--- src/rtl/rcc_pkg.sv ---
package rcc_pkg;
  localparam int DATA_W = 64;
  // bit positions decoded by software
  localparam int B_SYS  = 31;
  localparam int B_SPOR = 30;
  localparam int B_SXIR = 29;
  localparam int B_PPOR = 28;
  localparam int B_XRST = 27;

  typedef struct packed {
    logic spor;
    logic ppor;
    logic xrst;
  } src_t;
endpackage

--- src/rtl/rcc_sync.sv ---
module rcc_sync #(
  parameter int W = 2
) (
  input  logic         clk_i,
  input  logic         rst_ni,
  input  logic [W-1:0] d_i,
  output logic [W-1:0] q_o
);
  logic [W-1:0] s1_q, s2_q;

  // inputs are active low: idle value is 1
  always_ff @(posedge clk_i or negedge rst_ni) begin
    if (!rst_ni) begin
      s1_q <= '1;
      s2_q <= '1;
    end else begin
      s1_q <= d_i;
      s2_q <= s1_q;
    end
  end

  assign q_o = s2_q;
endmodule

--- src/rtl/rcc_pulse.sv ---
module rcc_pulse #(
  parameter int LEN = 16
) (
  input  logic clk_i,
  input  logic rst_ni,
  input  logic start_i,
  output logic busy_o
);
  localparam int CNT_W = $clog2(LEN + 1);

  logic [CNT_W-1:0] cnt_q;

  // a start that arrives while the pulse is running is dropped
  always_ff @(posedge clk_i or negedge rst_ni) begin
    if (!rst_ni)               cnt_q <= '0;
    else if (cnt_q != '0)      cnt_q <= cnt_q - 1'b1;
    else if (start_i)          cnt_q <= CNT_W'(LEN);
  end

  assign busy_o = (cnt_q != '0);
endmodule

--- src/rtl/rcc_regs.sv ---
module rcc_regs
  import rcc_pkg::*;
(
  input  logic              clk_i,
  input  logic              rst_ni,
  input  logic              wr_i,
  input  logic [DATA_W-1:0] wdata_i,
  input  logic              pulse_i,
  input  logic              por_n_i,
  input  logic              xrst_n_i,
  output logic [DATA_W-1:0] reg_o,
  output logic              cap_o,
  output logic [1:0]        cap_val_o,
  output logic              spor_start_o,
  output logic              trap_o
);
  src_t now_s, seen_q, seen_nxt;
  logic win_q, win_now;
  logic [2:0] cause_q, hw_cause, w1c;   // {sys, ppor, xrst}
  logic spor_q, sxir_q, sxir_d1_q;
  logic unused_wdata;

  assign unused_wdata = ^{wdata_i[DATA_W-1:32], wdata_i[26:0]};

  always_comb begin
    now_s.spor = pulse_i;
    now_s.ppor = ~por_n_i;
    now_s.xrst = ~xrst_n_i;
  end

  assign win_now  = |now_s;
  assign seen_nxt = src_t'((win_q ? seen_q : src_t'('0)) | now_s);
  assign cap_o    = win_q & ~win_now;

  // highest recorded source wins when the episode ends
  always_comb begin
    if (seen_q.spor)      hw_cause = 3'b000;
    else if (seen_q.ppor) hw_cause = 3'b010;
    else                  hw_cause = 3'b001;
  end
  assign cap_val_o = hw_cause[1:0];

  assign w1c = wr_i ? {wdata_i[B_SYS], wdata_i[B_PPOR], wdata_i[B_XRST]} : 3'b000;

  always_ff @(posedge clk_i or negedge rst_ni) begin
    if (!rst_ni) begin
      win_q     <= 1'b0;
      seen_q    <= '0;
      cause_q   <= 3'b100;
      spor_q    <= 1'b0;
      sxir_q    <= 1'b0;
      sxir_d1_q <= 1'b0;
    end else begin
      win_q     <= win_now;
      seen_q    <= seen_nxt;
      if (cap_o) cause_q <= hw_cause;            // set beats clear
      else       cause_q <= cause_q & ~w1c;
      if (wr_i) begin
        spor_q <= wdata_i[B_SPOR];
        sxir_q <= wdata_i[B_SXIR];
      end
      sxir_d1_q <= sxir_q;
    end
  end

  assign spor_start_o = wr_i & wdata_i[B_SPOR] & ~spor_q;
  assign trap_o       = sxir_q & ~sxir_d1_q;

  always_comb begin
    reg_o         = '0;
    reg_o[B_SYS]  = cause_q[2];
    reg_o[B_SPOR] = spor_q;
    reg_o[B_SXIR] = sxir_q;
    reg_o[B_PPOR] = cause_q[1];
    reg_o[B_XRST] = cause_q[0];
  end
endmodule

--- src/rtl/rst_cause_ctrl.sv ---
module rst_cause_ctrl
  import rcc_pkg::*;
#(
  parameter int              ADDR_W    = 41,
  parameter logic [ADDR_W-1:0] REG_ADDR = 41'h1FE_0000_F020,
  parameter int              PULSE_LEN = 16
) (
  input  logic              clk_i,
  input  logic              rst_ni,
  input  logic              por_ni,
  input  logic              xrst_ni,
  input  logic              req_i,
  input  logic              we_i,
  input  logic [ADDR_W-1:0] addr_i,
  input  logic [DATA_W-1:0] wdata_i,
  output logic [DATA_W-1:0] rdata_o,
  output logic              soft_rst_o,
  output logic              trap_req_o
);
  logic              hit, wr;
  logic [DATA_W-1:0] reg_q;
  logic              cap;
  logic [1:0]        cap_val;
  logic              spor_start;
  logic [1:0]        ext_sync;

  assign hit = req_i && (addr_i == REG_ADDR);
  assign wr  = hit & we_i;

  rcc_sync #(.W(2)) u_sync (
    .clk_i (clk_i),
    .rst_ni(rst_ni),
    .d_i   ({por_ni, xrst_ni}),
    .q_o   (ext_sync)
  );

  rcc_pulse #(.LEN(PULSE_LEN)) u_pulse (
    .clk_i  (clk_i),
    .rst_ni (rst_ni),
    .start_i(spor_start),
    .busy_o (soft_rst_o)
  );

  rcc_regs u_regs (
    .clk_i       (clk_i),
    .rst_ni      (rst_ni),
    .wr_i        (wr),
    .wdata_i     (wdata_i),
    .pulse_i     (soft_rst_o),
    .por_n_i     (ext_sync[1]),
    .xrst_n_i    (ext_sync[0]),
    .reg_o       (reg_q),
    .cap_o       (cap),
    .cap_val_o   (cap_val),
    .spor_start_o(spor_start),
    .trap_o      (trap_req_o)
  );

  assign rdata_o = (hit && !we_i) ? reg_q : '0;
endmodule

--- config.mk ---
export PLATFORM = sky130hd
export DESIGN_NAME = rst_cause_ctrl
export DESIGN_NICKNAME = d
export VERILOG_FILES = /design/src/rtl/rcc_pkg.sv /design/src/rtl/rcc_sync.sv /design/src/rtl/rcc_pulse.sv /design/src/rtl/rcc_regs.sv /design/src/rtl/rst_cause_ctrl.sv
export SDC_FILE = /design/constraint.sdc
export NUM_CORES = 1
export LEC_CHECK = 0
export BUFFER_PORTS_ARGS = -buffer_cell sky130_fd_sc_hd__buf_4
export CELL_PAD_IN_SITES_DETAIL_PLACEMENT = 1
export CELL_PAD_IN_SITES_GLOBAL_PLACEMENT = 1
export CORE_MARGIN = 3
export CORE_UTILIZATION = 21
export CTS_CLUSTER_DIAMETER = 120
export CTS_CLUSTER_SIZE = 30
export DETAILED_ROUTE_END_ITERATION = 10
export HOLD_SLACK_MARGIN = 0.06
export PLACE_DENSITY = 0.79
export SETUP_SLACK_MARGIN = 0.3
export SLEW_MARGIN = 15
export SYNTH_ARGS = -nofsm -noshare
export SYNTH_HDL_FRONTEND = slang
export SYNTH_SLANG_ARGS = --single-unit
--- constraint.sdc ---
create_clock -name clk_i -period 2.1 [get_ports clk_i]
set_input_delay 0.105 -clock clk_i [delete_from_list [all_inputs] [get_ports clk_i]]
set_output_delay 0.105 -clock clk_i [all_outputs]
set_load 0.1 [all_outputs]
==> flow_summary.yaml, run 1 <==
timing:
  setup_viol_count_final: 0
  grt_setup_unrepaired: "yes"
  relSlewSlack_pct: 66.3
  finalWorstSetupSlack_ns: 0.165
  timing_max_transition_violations_final: 0
  skew_ns: 0.00542
  min_period_over_period_pct: 92.1
  tns_ns: 0
  tightest_slew_ns: 0.501
  fin_crit_ns: 1.93
  final_hold_viol_count: 0
  fmax_mhz: 517
floorplan:
  floorplan.die_area_sq_um: 7890
  ios: 177
  floorplan.core_area_sq_um: 6490
  initial_core_util_pct: 22.2
  core.rowCount: 29
  die_w_microns: 88.8
  die_h_microns: 88.8
layout:
  fillCellCount: 753
  diodes: 0
  post_route_cells_drive_above_1_share_pct: 39.8
  final_nets: 345
  area_growth_pct: 43.0
  instances_no_fill: 308
setup_path:
  setup.reg_to_reg.worst_slack_ns: 0.45
  worstSetupEndpoint: "rdata_o[27]"
  critical_path.slowest_cell: "sky130_fd_sc_hd__or4_4"
  cpPeakStageDelay_ns: 0.51
  critPathArrivalTime_ns: 1.83
  critPathLaunchType: "input pin"
  worstSetupEndpointType: "primary output"
  critPathTopFamily: "simple AND/OR/NAND/NOR gates"
  cp_num_cells: 7
  timing.critical_path.buf_inv: 3
  timing.critical_path.fanout_max: 2
  worstSetupStartpoint: "addr_i[28]"
  path_cells: "buf_6 > or4_4 > or3_4 > nor4_4 > buf_4 > and2_2 > buf_12"
  reg2reg_from: "u_pulse.cnt_q[0]"
  worstReg2RegEnd: "u_pulse.cnt_q[3]"
  worstSetupPathType: "in2out"
  worstRegToRegCells: 7
  required_ns: 2.00
yosys:
  synth_edf_count: 0
  synthesis.area_per_instance_sq_um: 9.41
  synth_area_leaders: "sky130_fd_sc_hd__buf_4, sky130_fd_sc_hd__dfrtp_1, sky130_fd_sc_hd__dfstp_2"
  synth.lib_cells_used.distinct: 34
  synth_common_cells: "sky130_fd_sc_hd__buf_4, sky130_fd_sc_hd__dfrtp_1, sky130_fd_sc_hd__nand2_1"
  synth_seq_area_share_pct: 31.7
  register_bit_total_from_synthesis: 18
  synthArstFlopShare_pct: 100
  post-synth-top-count-cell: "sky130_fd_sc_hd__buf_4"
  total_number_of_yosys_warnings: 0
  synth_top_area_share_pct: 30.8
  synth.largest_area_cell: "sky130_fd_sc_hd__buf_4"
  synth.cell_area_sq_um: 1440
  synth-main-ff-cell: "sky130_fd_sc_hd__dfrtp_1"
  syn_inst: 153
clock_network:
  cts_buffers: 3
  ctsLongestPathBuffers: 2
  tritoncts_clock_tree: "built"
  numClockSinks: 18
  htreeDepth: 1
  clk_transition_reported_paths_ns: 0.06
  root_buffer: "sky130_fd_sc_hd__clkbuf_8"
  clk-insertion-delay-late_ns: 0.25
route:
  route.antenna.remaining_nets: 0
  dr.first_iter.drc_count: 23
  via_count: 1226
  drc_errors: 0
  drt-total-wl_microns: 3850
  vias_per_cell: 3.98
  per_cell_routed_wire_length_microns: 12.5
  dr.pass1.iters: 3
power:
  leakage_nw: 1.02
  ir_worst_vdd_mv: 0.245
  total_power_after_layout_mw: 1.20
  p_per_area_nw_per_um2: 584
global_routing:
  initial_antenna_violation_count: 0
  grt.total_usage_pct: 9.40
  first_global_vias: 1262
  grt_pass1_wl_microns: 5830
  overflow: 0
  grt_start_max_net_pins: 19
placement:
  numPlacedInstances: 293
  routabilityCongestion: 0.706
  placement.io_buffers: 58
  place_worst_setup_slack_ns: 0.0365
  place.detailed.hpwl_microns: 3350
status:
  run_status: "complete, no violations"
min_path:
  hold_path_startpoint: "wdata_i[29]"
  hold_path_depth: 2
  min_path_type: "in2reg"
run:
  max_cap_viol_count: 0
==> metrics by stage <==
stage | util [%] | hold WS [ns] | area, sq um
after global placement | 28.1 | -0.0187 | 1830
after floorplan | - | -0.191 | 1690
after detailed placement | 28.1 | -0.0140 | 1830
after global routing | 31.7 | 0.0763 | 2060
final | 31.7 | 0.0830 | 2060
after CTS | 31.1 | 0.0803 | 2020
==> worst register-to-register path: stages, from the launching register on <==
cell,delay (ns)
sky130_fd_sc_hd__dfrtp_1,0.40
sky130_fd_sc_hd__inv_2,0.07
sky130_fd_sc_hd__ha_1,0.21
sky130_fd_sc_hd__nor4b_4,0.14
sky130_fd_sc_hd__buf_6,0.13
sky130_fd_sc_hd__buf_4,0.15
sky130_fd_sc_hd__nor4_1,0.25
sky130_fd_sc_hd__xor2_1,0.22
==> logic make-up (layout without fill, tap and decap cells) <==
logic type / Yosys count / count (layout) / synth area share (%)
buffers and inverters: 63 / 83 / 31.8
and+or+nand+nor: 55 / 55 / 27.0
DFF: 18 / 18 / 31.7
AOI/OAI and AO/OA: 8 / 8 / 3.30
muxes: 4 / 4 / 2.95
adders and majority gates: 2 / 2 / 1.74
xor gates and xnor gates: 2 / 2 / 1.22
other: 1 / 59 / 0.260
==> final cells by class <==
| type | count | area (sq um) | share of cell area (%) |
|---|---|---|---|
| flip-flops and latches | 18 | 457 | 22.2 |
| well taps | 77 | 96.3 | 4.68 |
| multi-input cells | 130 | 778 | 37.8 |
| repair buffers | 75 | 664 | 32.3 |
| inverters | 4 | 18.8 | 0.911 |
| clock buffers | 4 | 45.0 | 2.19 |
==> timing repair <==
action                                  4_1_cts  5_1_grt
endpoints found under the setup margin        6       10
resized for setup                            19        3
setup buffers                                 1        4
pin swaps                                     1        2
hold buffers                                  6        0
hold endpoints to repair                     23        0
==> layer usage <==
layer	vias up	global-route usage, %	share of wire [%]	wire length, microns
met5	-	0	0	0
met4	0	1.65	0.34	13
met3	2	2.51	8.1	313
met2	59	18.0	59	2260
met1	589	10.4	33	1260
li1	576	-	-	-
==> registers in the layout, indices dropped and copies added, names as in the netlist <==
signal            flops
u_pulse.cnt_q         5
u_regs.cause_q        3
u_regs.seen_q         2
u_sync.q_o            2
u_sync.s1_q           2
u_regs.spor_q         1
u_regs.sxir_d1_q      1
u_regs.sxir_q         1
u_regs.win_q          1
==> power breakdown <==
part	switching (mW)	internal, mW	total [mW]
clock network	0.107	0.134	0.242
logic	0.505	0.0873	0.592
registers	0.00601	0.362	0.368
==> cell usage in the layout (no fill, tap or decap), drive strengths merged, types with 3 or more instances in the layout <==
| master | netlist | layout |
|---|---|---|
| nor2 | 4 | 4 |
| nor4b | 5 | 5 |
| nand4 | 5 | 5 |
| inv | 4 | 3 |
| and2 | 5 | 5 |
| dlygate4sd3 | 0 | 6 |
| dfrtp | 13 | 13 |
| nand2 | 9 | 9 |
| a31oi | 3 | 3 |
| conb | 1 | 59 |
| buf | 59 | 69 |
| nor4 | 11 | 11 |
| clkbuf | 0 | 4 |
| dfstp | 5 | 5 |
| nor4bb | 4 | 4 |
==> how the worst min path moves through the flow <==
| stage | slack, ns | to |
|---|---|---|
| floorplan | -0.19 | u_pulse.cnt_q[0] |
| global placement | -0.02 | u_regs.win_q |
| detailed placement | -0.01 | u_regs.win_q |
| CTS | 0.08 | u_regs.sxir_q |
| global route | 0.08 | u_regs.sxir_q |
| finish | 0.08 | u_regs.sxir_q |
(Power assumes the default switching activity.)
==> run 2: changes to the inputs <==
CAP_MARGIN = 20   (was not set)
PLACE_DENSITY = 0.9   (was 0.79)
==> run 2 against run 1 <==
  * Hold slack got worse by 0.0038 ns
  * Cell area increased by 0.36%
  * Critical path depth unchanged
  * Sequential share of layout area decreased by 0.080 points
  * Global-route usage increased by 0.48 points
  * First-iteration DRC count increased by 91%
  * Clock-buffer cell count unchanged
  * Total power increased by 4.1%
  * Utilization increased by 0.12 points
==> flow_summary.yaml, run 2 (same netlist as run 1, synthesis figures left out) <==
timing:
  tns_ns: 0
  setup_viol_count_final: 0
  relSlewSlack_pct: 64.1
  worst_hold_slack_ns: 0.0792
  min_period_over_period_pct: 89.5
  final_hold_viol_count: 0
  tightest_slew_ns: 0.533
  fin_crit_ns: 1.88
  grt_setup_unrepaired: "yes"
  finalWorstSetupSlack_ns: 0.220
  skew_ns: 0.00381
  timing_max_transition_violations_final: 0
  fmax_mhz: 532
route:
  dr.pass1.iters: 4
  drt-total-wl_microns: 4060
  per_cell_routed_wire_length_microns: 13.3
  drc_errors: 0
  dr.first_iter.drc_count: 44
  vias_per_cell: 3.95
  route.antenna.remaining_nets: 0
  via_count: 1206
setup_path:
  required_ns: 2.00
  critical_path.slowest_cell: "sky130_fd_sc_hd__or4_4"
  cpPeakStageDelay_ns: 0.51
  timing.critical_path.fanout_max: 5
  critPathLaunchType: "input pin"
  path_cells: "buf_6 > or4_4 > or3_4 > nor4_4 > buf_4 > and2_4 > buf_12"
  worstSetupEndpointType: "primary output"
  timing.critical_path.buf_inv: 3
  critPathArrivalTime_ns: 1.77
  worstReg2RegEnd: "u_regs.cause_q[0]"
  worstRegToRegCells: 6
  worstSetupPathType: "in2out"
  setup.reg_to_reg.worst_slack_ns: 0.44
  critPathTopFamily: "simple AND/OR/NAND/NOR gates"
  reg2reg_from: "u_pulse.cnt_q[0]"
layout:
  top_register: "u_pulse.cnt_q"
  final_util_pct: 31.8
  diodes: 0
  layout.cells.most_common_list: "sky130_fd_sc_hd__conb_1, sky130_fd_sc_hd__buf_4, sky130_fd_sc_hd__dfrtp_1"
  fillCellCount: 763
  post_route_cells_drive_above_1_share_pct: 40.4
  instances_no_fill: 305
  multi_input_area_sq_um: 798
  area_growth_pct: 43.5
  finish.instance_area_sq_um: 2070
  register_area_sq_um: 457
  final_nets: 342
  largest_register_ffs: 5
  final_common_cell: "sky130_fd_sc_hd__conb_1"
  top_regs: "u_pulse.cnt_q: 5 flops, u_regs.cause_q: 3 flops"
placement:
  place_worst_setup_slack_ns: 0.0153
  placed_area_sq_um: 1820
  routabilityCongestion: 0.684
  placement.io_buffers: 58
  numPlacedInstances: 292
  place.detailed.hpwl_microns: 3460
floorplan:
  die_h_microns: 88.8
  floorplan.die_area_sq_um: 7890
  floorplan.core_area_sq_um: 6490
  initial_core_util_pct: 22.2
  core.rowCount: 29
  die_w_microns: 88.8
  ios: 177
global_routing:
  grt_start_max_net_pins: 19
  grt.total_usage_pct: 9.88
  initial_antenna_violation_count: 0
  grt_pass1_wl_microns: 5960
  first_global_vias: 1258
  overflow: 0
min_path:
  hold_path_startpoint: "wdata_i[29]"
  hold_path_depth: 2
  hold-path-endpoint: "u_regs.sxir_q"
  min_path_type: "in2reg"
power:
  ir_worst_vdd_mv: 0.243
  total_power_after_layout_mw: 1.25
  leakage_nw: 1.02
  p_per_area_nw_per_um2: 606
run:
  max_cap_viol_count: 0
clock_network:
  clk-insertion-delay-late_ns: 0.26
  root_buffer: "sky130_fd_sc_hd__clkbuf_8"
  tritoncts_clock_tree: "built"
  clk_transition_reported_paths_ns: 0.07
  cts_buffers: 3
  htreeDepth: 1
  ctsLongestPathBuffers: 2
  numClockSinks: 18
status:
  run_status: "complete, no violations"
run 2: how the worst max path moves through the flow:
stage                      from  cells after the start          endpoint  slack, ns
6_report             addr_i[28]                      7       rdata_o[31]       0.22
5_1_grt              addr_i[28]                      7       rdata_o[31]       0.14
4_1_cts              addr_i[28]                      7       rdata_o[31]       0.20
3_5_place_dp         addr_i[28]                      6     u_regs.sxir_q       0.02
3_3_place_gp         addr_i[28]                      6     u_regs.spor_q       0.07
2_1_floorplan  u_pulse.cnt_q[0]                      5  u_pulse.cnt_q[4]       0.06
run 2: repair_timing:
item | CTS | global route
setup endpoints to repair | 8 | 9
setup buffers | 0 | 3
pin swaps | 2 | 1
resized for setup | 20 | 6
hold buffers | 6 | 0
hold endpoints to repair | 23 | 0
run 2: power by group:
part	leakage [nW]	switching (mW)	internal (mW)
Clock	0.0288	0.124	0.167
Sequential	0.221	0.00690	0.362
Combinational	0.768	0.506	0.0863
run 2: routing by layer:
layer	vias up	routed length, microns	GRT usage (%)
met3	5	393	2.51
li1	568	-	-
met5	-	0	0
met1	571	1440	11.4
met4	0	51	2.88
met2	62	2180	17.8
run 2: area by class of cell:
type / instances / area share (%)
Multi-Input combinational cell: 130 / 38.6
Timing Repair Buffer: 72 / 31.1
Sequential cell: 18 / 22.1
Tap cell: 77 / 4.66
Clock buffer: 4 / 2.66
Inverter: 4 / 0.908
